$ cat src/rtl/llq_pkg.sv
package llq_pkg;
   typedef enum logic {
      LLQ_PUSH = 1'b0,
      LLQ_POP  = 1'b1
   } llq_op_e;

   typedef enum logic [1:0] {
      LLQ_IDLE    = 2'd0,
      LLQ_WR_NEW  = 2'd1,
      LLQ_WR_TAIL = 2'd2,
      LLQ_RD_HEAD = 2'd3
   } llq_state_e;

   localparam int LLQ_ENTRY_W = 32;
endpackage

$ cat src/rtl/llq_addr_map.sv
module llq_addr_map #(
   parameter int IDX_W  = 16,
   parameter int ADDR_W = 32,
   localparam int WA_W  = ADDR_W - 2
) (
   input  logic [ADDR_W-1:0] base0,
   input  logic [ADDR_W-1:0] base1,
   input  logic [IDX_W-1:0]  size0,
   input  logic [IDX_W-1:0]  idx,
   output logic [WA_W-1:0]   waddr
);
   logic unused_low_bits;
   assign unused_low_bits = ^{base0[1:0], base1[1:0]};

   always_comb begin
      if (idx < size0) begin
         waddr = base0[ADDR_W-1:2] + WA_W'(idx);
      end else begin
         waddr = base1[ADDR_W-1:2] + WA_W'(idx - size0);
      end
   end
endmodule

$ cat src/rtl/llq_ptr_table.sv
module llq_ptr_table #(
   parameter int QUEUES = 32,
   parameter int IDX_W  = 16,
   localparam int QW    = $clog2(QUEUES)
) (
   input  logic             clk,
   input  logic             rst_n,
   input  logic [QW-1:0]    rd_q,
   output logic [IDX_W-1:0] rd_head,
   output logic [IDX_W-1:0] rd_tail,
   input  logic [QW-1:0]    wr_q,
   input  logic             head_we,
   input  logic [IDX_W-1:0] head_d,
   input  logic             tail_we,
   input  logic [IDX_W-1:0] tail_d
);
   logic [QUEUES-1:0][IDX_W-1:0] head_v;
   logic [QUEUES-1:0][IDX_W-1:0] tail_v;

   for (genvar g = 0; g < QUEUES; g++) begin : g_q
      logic [IDX_W-1:0] head_q;
      logic [IDX_W-1:0] tail_q;
      logic             sel;
      assign sel = (wr_q == QW'(g));

      always_ff @(posedge clk or negedge rst_n) begin
         if (!rst_n) begin
            head_q <= '1;
            tail_q <= '1;
         end else if (sel) begin
            if (head_we) head_q <= head_d;
            if (tail_we) tail_q <= tail_d;
         end
      end

      assign head_v[g] = head_q;
      assign tail_v[g] = tail_q;
   end

   assign rd_head = head_v[rd_q];
   assign rd_tail = tail_v[rd_q];
endmodule

$ cat src/rtl/llq_ctrl.sv
module llq_ctrl
   import llq_pkg::*;
#(
   parameter int QUEUES = 32,
   parameter int IDX_W  = 16,
   parameter int WA_W   = 30,
   localparam int QW    = $clog2(QUEUES)
) (
   input  logic                   clk,
   input  logic                   rst_n,
   input  logic                   cmd_valid,
   output logic                   cmd_ready,
   input  logic                   cmd_op,
   input  logic [QW-1:0]          cmd_queue,
   input  logic [IDX_W-1:0]       cmd_index,
   output logic                   rsp_valid,
   output logic [IDX_W-1:0]       rsp_index,
   output logic [QW-1:0]          rd_q,
   input  logic [IDX_W-1:0]       cur_head,
   input  logic [IDX_W-1:0]       cur_tail,
   output logic [QW-1:0]          wr_q,
   output logic                   head_we,
   output logic [IDX_W-1:0]       head_d,
   output logic                   tail_we,
   output logic [IDX_W-1:0]       tail_d,
   output logic [IDX_W-1:0]       map_idx,
   input  logic [WA_W-1:0]        map_addr,
   output logic                   mem_req,
   output logic                   mem_we,
   output logic [WA_W-1:0]        mem_addr,
   output logic [LLQ_ENTRY_W-1:0] mem_wdata,
   input  logic                   mem_ack,
   input  logic [LLQ_ENTRY_W-1:0] mem_rdata
);
   localparam logic [IDX_W-1:0] NULL_IDX = '1;

   llq_state_e       st;
   logic [QW-1:0]    lat_q;
   logic [IDX_W-1:0] lat_idx;
   logic [IDX_W-1:0] next_idx;
   logic             tail_null;
   logic             unused_rdata;

   assign next_idx     = mem_rdata[IDX_W-1:0];
   assign unused_rdata = ^mem_rdata[LLQ_ENTRY_W-1:IDX_W];
   assign tail_null    = (cur_tail == NULL_IDX);
   assign cmd_ready    = (st == LLQ_IDLE);
   assign rd_q         = (st == LLQ_IDLE) ? cmd_queue : lat_q;
   assign wr_q         = lat_q;

   always_ff @(posedge clk or negedge rst_n) begin
      if (!rst_n) begin
         st        <= LLQ_IDLE;
         lat_q     <= '0;
         lat_idx   <= '0;
         rsp_valid <= 1'b0;
         rsp_index <= NULL_IDX;
      end else begin
         rsp_valid <= 1'b0;
         unique case (st)
            LLQ_IDLE: if (cmd_valid) begin
               lat_q   <= cmd_queue;
               lat_idx <= cmd_index;
               if (llq_op_e'(cmd_op) == LLQ_PUSH) begin
                  st <= LLQ_WR_NEW;
               end else if (cur_head == NULL_IDX) begin
                  rsp_valid <= 1'b1;
                  rsp_index <= NULL_IDX;
               end else begin
                  st <= LLQ_RD_HEAD;
               end
            end
            LLQ_WR_NEW: if (mem_ack) begin
               st <= tail_null ? LLQ_IDLE : LLQ_WR_TAIL;
            end
            LLQ_WR_TAIL: if (mem_ack) begin
               st <= LLQ_IDLE;
            end
            LLQ_RD_HEAD: if (mem_ack) begin
               rsp_valid <= 1'b1;
               rsp_index <= cur_head;
               st        <= LLQ_IDLE;
            end
            default: st <= LLQ_IDLE;
         endcase
      end
   end

   always_comb begin
      head_we = 1'b0;
      tail_we = 1'b0;
      head_d  = lat_idx;
      tail_d  = lat_idx;
      map_idx = cur_head;
      unique case (st)
         LLQ_WR_NEW: begin
            map_idx = lat_idx;
            head_we = mem_ack && tail_null;
            tail_we = mem_ack && tail_null;
         end
         LLQ_WR_TAIL: begin
            map_idx = cur_tail;
            tail_we = mem_ack;
         end
         LLQ_RD_HEAD: begin
            head_d  = next_idx;
            head_we = mem_ack;
            tail_d  = NULL_IDX;
            tail_we = mem_ack && (next_idx == NULL_IDX);
         end
         default: ;
      endcase
   end

   assign mem_req   = (st != LLQ_IDLE);
   assign mem_we    = (st != LLQ_RD_HEAD);
   assign mem_addr  = map_addr;
   assign mem_wdata = (st == LLQ_WR_NEW) ? {{(LLQ_ENTRY_W-IDX_W){1'b0}}, NULL_IDX}
                                         : {{(LLQ_ENTRY_W-IDX_W){1'b0}}, lat_idx};
endmodule

$ cat src/rtl/llq_push_engine.sv
module llq_push_engine #(
   parameter int QUEUES = 32,
   parameter int IDX_W  = 16,
   parameter int ADDR_W = 32,
   localparam int QW    = $clog2(QUEUES),
   localparam int WA_W  = ADDR_W - 2
) (
   input  logic              clk,
   input  logic              rst_n,
   input  logic [ADDR_W-1:0] cfg_base0,
   input  logic [ADDR_W-1:0] cfg_base1,
   input  logic [IDX_W-1:0]  cfg_size0,
   input  logic              cmd_valid,
   output logic              cmd_ready,
   input  logic              cmd_op,
   input  logic [QW-1:0]     cmd_queue,
   input  logic [IDX_W-1:0]  cmd_index,
   output logic              rsp_valid,
   output logic [IDX_W-1:0]  rsp_index,
   output logic              mem_req,
   output logic              mem_we,
   output logic [WA_W-1:0]   mem_addr,
   output logic [31:0]       mem_wdata,
   input  logic              mem_ack,
   input  logic [31:0]       mem_rdata
);
   if (QUEUES < 2 || IDX_W < 2 || IDX_W >= 32 || ADDR_W < IDX_W + 2) begin : g_bad_params
      $error("llq_push_engine: unsupported parameter combination");
   end

   logic [QW-1:0]    rd_q, wr_q;
   logic [IDX_W-1:0] cur_head, cur_tail, head_d, tail_d, map_idx;
   logic             head_we, tail_we;
   logic [WA_W-1:0]  map_addr;

   llq_ptr_table #(.QUEUES(QUEUES), .IDX_W(IDX_W)) u_ptr (
      .clk(clk), .rst_n(rst_n),
      .rd_q(rd_q), .rd_head(cur_head), .rd_tail(cur_tail),
      .wr_q(wr_q), .head_we(head_we), .head_d(head_d),
      .tail_we(tail_we), .tail_d(tail_d)
   );

   llq_addr_map #(.IDX_W(IDX_W), .ADDR_W(ADDR_W)) u_map (
      .base0(cfg_base0), .base1(cfg_base1), .size0(cfg_size0),
      .idx(map_idx), .waddr(map_addr)
   );

   llq_ctrl #(.QUEUES(QUEUES), .IDX_W(IDX_W), .WA_W(WA_W)) u_ctrl (
      .clk(clk), .rst_n(rst_n),
      .cmd_valid(cmd_valid), .cmd_ready(cmd_ready), .cmd_op(cmd_op),
      .cmd_queue(cmd_queue), .cmd_index(cmd_index),
      .rsp_valid(rsp_valid), .rsp_index(rsp_index),
      .rd_q(rd_q), .cur_head(cur_head), .cur_tail(cur_tail),
      .wr_q(wr_q), .head_we(head_we), .head_d(head_d),
      .tail_we(tail_we), .tail_d(tail_d),
      .map_idx(map_idx), .map_addr(map_addr),
      .mem_req(mem_req), .mem_we(mem_we), .mem_addr(mem_addr),
      .mem_wdata(mem_wdata), .mem_ack(mem_ack), .mem_rdata(mem_rdata)
   );
endmodule

$ cat config.mk
export PLATFORM = sky130hd
export DESIGN_NAME = llq_push_engine
export DESIGN_NICKNAME = d
export VERILOG_FILES = /design/src/rtl/llq_pkg.sv /design/src/rtl/llq_addr_map.sv /design/src/rtl/llq_ptr_table.sv /design/src/rtl/llq_ctrl.sv /design/src/rtl/llq_push_engine.sv
export SDC_FILE = /design/constraint.sdc
export NUM_CORES = 2
export LEC_CHECK = 0
export ABC_AREA = 0
export BUFFER_PORTS_ARGS = -buffer_cell sky130_fd_sc_hd__buf_4
export CAP_MARGIN = 0
export CORE_MARGIN = 8
export CORE_UTILIZATION = 65
export CTS_CLUSTER_DIAMETER = 80
export CTS_CLUSTER_SIZE = 12
export DETAILED_ROUTE_END_ITERATION = 12
export PLACE_DENSITY = 0.82
export REMOVE_ABC_BUFFERS = 1
export SYNTH_ARGS = -nofsm -noshare
export SYNTH_HDL_FRONTEND = slang
export SYNTH_HIERARCHICAL = 1
export SYNTH_SLANG_ARGS = --single-unit
$ cat constraint.sdc
create_clock -name clk -period 16.79 [get_ports clk]
set_input_delay 0.8395 -clock clk [delete_from_list [all_inputs] [get_ports clk]]
set_output_delay 0.8395 -clock clk [all_outputs]
set_load 0.02 [all_outputs]
==> flow_metrics.py <==
metrics = {
    "final_layout": {
        "fillers": 5723,
        "final_cell_area_mm2": 0.05904,
        "layout_commonest_cell": "mux2_2",
        "nets": 4504,
        "instances_no_fill": 5397,
        "area_delta_synth_final_pct": 7.677,
        "mostFrequentLayoutCells": "mux2_2 (1060), dfstp_2 (1040), mux2i_1 (519)",
        "drive_above_1_share": 0.5843,
    },
    "critical_path": {
        "rr_startpoint": "u_ctrl/st[1]",
        "setup.worst_path.end_class": "primary output",
        "crit_slowest_cell": "mux2_8",
        "max_stage_delay_ns": 0.89,
        "crit_fanout": 114,
        "critical_path_class": "reg2out",
        "cpMostUsedCell": "a21oi_1",
        "reg2reg_setup_slack_ns": 8.53,
        "regToRegEndpoint": "u_ptr/g_q[3].head_q[11]",
        "worstSetupStartpointType": "flip-flop",
        "worst_ep_arrival_time_ns": 10.42,
        "reg2reg_depth": 16,
        "required_ns": 15.95,
    },
    "route": {
        "wl_per_cell_um": 25.16,
        "drc": 0,
        "first_pass_iters": 5,
        "vias": 34970,
        "drt_wl_total_um": 135800,
        "drt-vias-per-instance": 6.479,
        "first_iter_violations": 2576,
        "ant_nets": 0,
    },
    "timing": {
        "fmax_ghz": 0.08884,
        "final.setup_skew_ns": 0.04692,
        "finalWorstSetupSlack_ns": 5.534,
        "hold_viol": 0,
        "rsz0062_at_grt": "no",
        "period_share": 0.6704,
        "setup_tns_ns": 0,
        "final-max-slew-violation-count": 0,
        "max-slew-margin-rel": 0.1713,
        "worst_slew_pin_slew_ns": 1.242,
        "min_period_ns": 11.26,
        "setup_violations": 0,
    },
    "synth": {
        "synth_edf_count": 0,
        "yosysTopAreaCellShare": 0.4984,
        "yosys_warnings": 6,
        "syn_inst": 4328,
        "ys_ff_latch": 1064,
        "ys_async_sr_fraction": 1.000,
        "synthFlopType": "dfstp_2",
        "synth_top_family_by_area": "multiplexers",
        "synth-compound-area-share": 0.06611,
        "muxShareOfSynthArea": 0.3139,
        "syn_avg_cell_area_um2": 12.67,
        "ys_top_cells_by_area": "dfstp_2 (50%), mux2_2 (22%), mux2i_1 (9.5%), clkbuf_1 (1.6%), a21oi_1 (1.6%)",
        "synth_simple_gate_area_frac": 0.05194,
        "synth.cell_area_mm2": 0.05483,
        "yosys.area.top_type": "dfstp_2",
        "synth_xor_xnor_area_share": 0.008307,
        "synth_cell_types": 74,
        "yosysSeqAreaShare": 0.5094,
        "synthAdderAreaFrac": 0.01639,
    },
    "placed_design": {
        "io_buffer_count": 183,
        "placed_cells": 5276,
        "placed_area_mm2": 0.05635,
        "globalplace.congestion": 0.9146,
        "dp_hpwl_um": 87330,
        "dp_slack_ns": 6.462,
    },
    "clock_tree": {
        "root_buffer": "clkbuf_16",
        "cts_max_level": 3,
        "cts.reportedPaths.clkPinSlew_ns": 0.06,
        "clkLatencyLatePin_ns": 0.68,
        "cts.path.max_buffers": 3,
        "cts.sinks": 1064,
        "cts_buffers": 98,
        "cts_tree": "yes",
        "post_cts_resized": 0,
        "hold_buffers": 0,
        "postCtsSetupRepairBufs": 0,
    },
    "worst_hold_path": {
        "hold_end": "u_ctrl/lat_idx[6]",
        "holdPathStages": 2,
        "hp-start": "cmd_index[6]",
        "hold_path_class": "in2reg",
    },
    "flow_run": {
        "drv_cap": 0,
    },
    "die": {
        "ios": 220,
        "rows": 106,
        "initial_core_util": 0.6562,
        "die_area_mm2": 0.09390,
        "die_w_um": 306.4,
        "core_mm2": 0.08356,
        "fp.dieH_um": 306.4,
    },
    "global_route": {
        "track_usage": 0.2823,
        "grt_start_max_net_pins": 205,
        "grt_pass1_wl_um": 210600,
        "grt_overflow": 0,
        "antenna_found_initial": 7,
        "grt_pass1_vias": 36630,
    },
    "outcome": {
        "status": "completed",
    },
}
## final cells by class
cell class	count	area, µm²	share of cell area
repair buffers	224	1752	0.02967
clock buffers	107	2486	0.04211
diodes	6	15.01	0.0002543
flip-flops and latches	1064	27930	0.4731
inverters	47	176.4	0.002988
multi-input cells	2861	25150	0.4260
clock inverters	8	181.4	0.003073
well taps	1080	1351	0.02289
## synthesized netlist by cell type, types with 11 or more instances
library cell and count:
a31oi_1 36, buf_2 64, a21oi_1 174, or2_2 35
nor2_2 18, mux2_2 1061, a22oi_1 112, o211ai_1 11
o21ai_0 42, nand2_1 185, nand3_1 120, mux2i_1 519
dfrtp_1 24, a21oi_2 12, dfstp_2 1040, and2_1 11
inv_1 46, xor2_1 20, nand2b_1 17, buf_1 20
a21o_1 24, nor2b_1 16, ha_1 67, nor3_1 48
a22o_1 64, xnor2_1 32, buf_4 48, nor2_1 101
nand4_1 20, clkbuf_1 235
## logic make-up after synthesis
logic type,Yosys count
AOI/OAI and AO/OA,539
xor gates and xnor gates,52
adders and majority gates,70
buffers and inverters,418
DFF,1064
muxes,1586
other,1
and+or+nand+nor,598
## critical path, delay by kind of cell (launching register included)
family,cells,cell delay [ns]
flip-flops,1,0.40
AND/OR/NAND/NOR,6,1.42
AO/OA/AOI/OAI,13,3.07
multiplexers,2,1.17
adder cells (fa/ha/maj),3,1.54
XOR/XNOR,1,0.14
buffers and inverters,4,1.83
## per-stage QoR
stage                     hold WS, ns  utilization
after global routing           0.3718       0.7064
after floorplan                0.5272            -
after CTS                      0.3634       0.7064
after global placement         0.5154       0.6744
after detailed placement       0.5166       0.6744
final                          0.3900       0.7065
## how the worst max path moves through the flow
stage                    to  cells after the start  slack, ns         start
6_report       mem_addr[29]                     29       5.53  u_ctrl/st[1]
5_1_grt        mem_addr[29]                     29       4.99  u_ctrl/st[1]
3_5_place_dp   mem_addr[29]                     29       6.46  u_ctrl/st[1]
4_1_cts        mem_addr[29]                     29       5.73  u_ctrl/st[1]
3_3_place_gp   mem_addr[29]                     29       6.53  u_ctrl/st[1]
2_1_floorplan  mem_addr[29]                     29       0.56  u_ctrl/st[1]
## metal layers
metal  GRT usage  wire, µm
met1      0.3728     55720
met2      0.4646     66060
met3     0.04204      8032
met4      0.1239      5959
met5           0        12
## flip-flops by register name (all words and copies together), names as in the netlist
register	flops
u_ctrl/lat_idx	16
u_ctrl/rsp_index	16
u_ctrl/rsp_valid	1
u_ctrl/st	2
u_ctrl/wr_q	5
u_ptr/g_q.head_q	512
u_ptr/g_q.tail_q	512
Power is not shown: default switching activity piles up to over one toggle a cycle in this logic, so the estimate is an artifact.
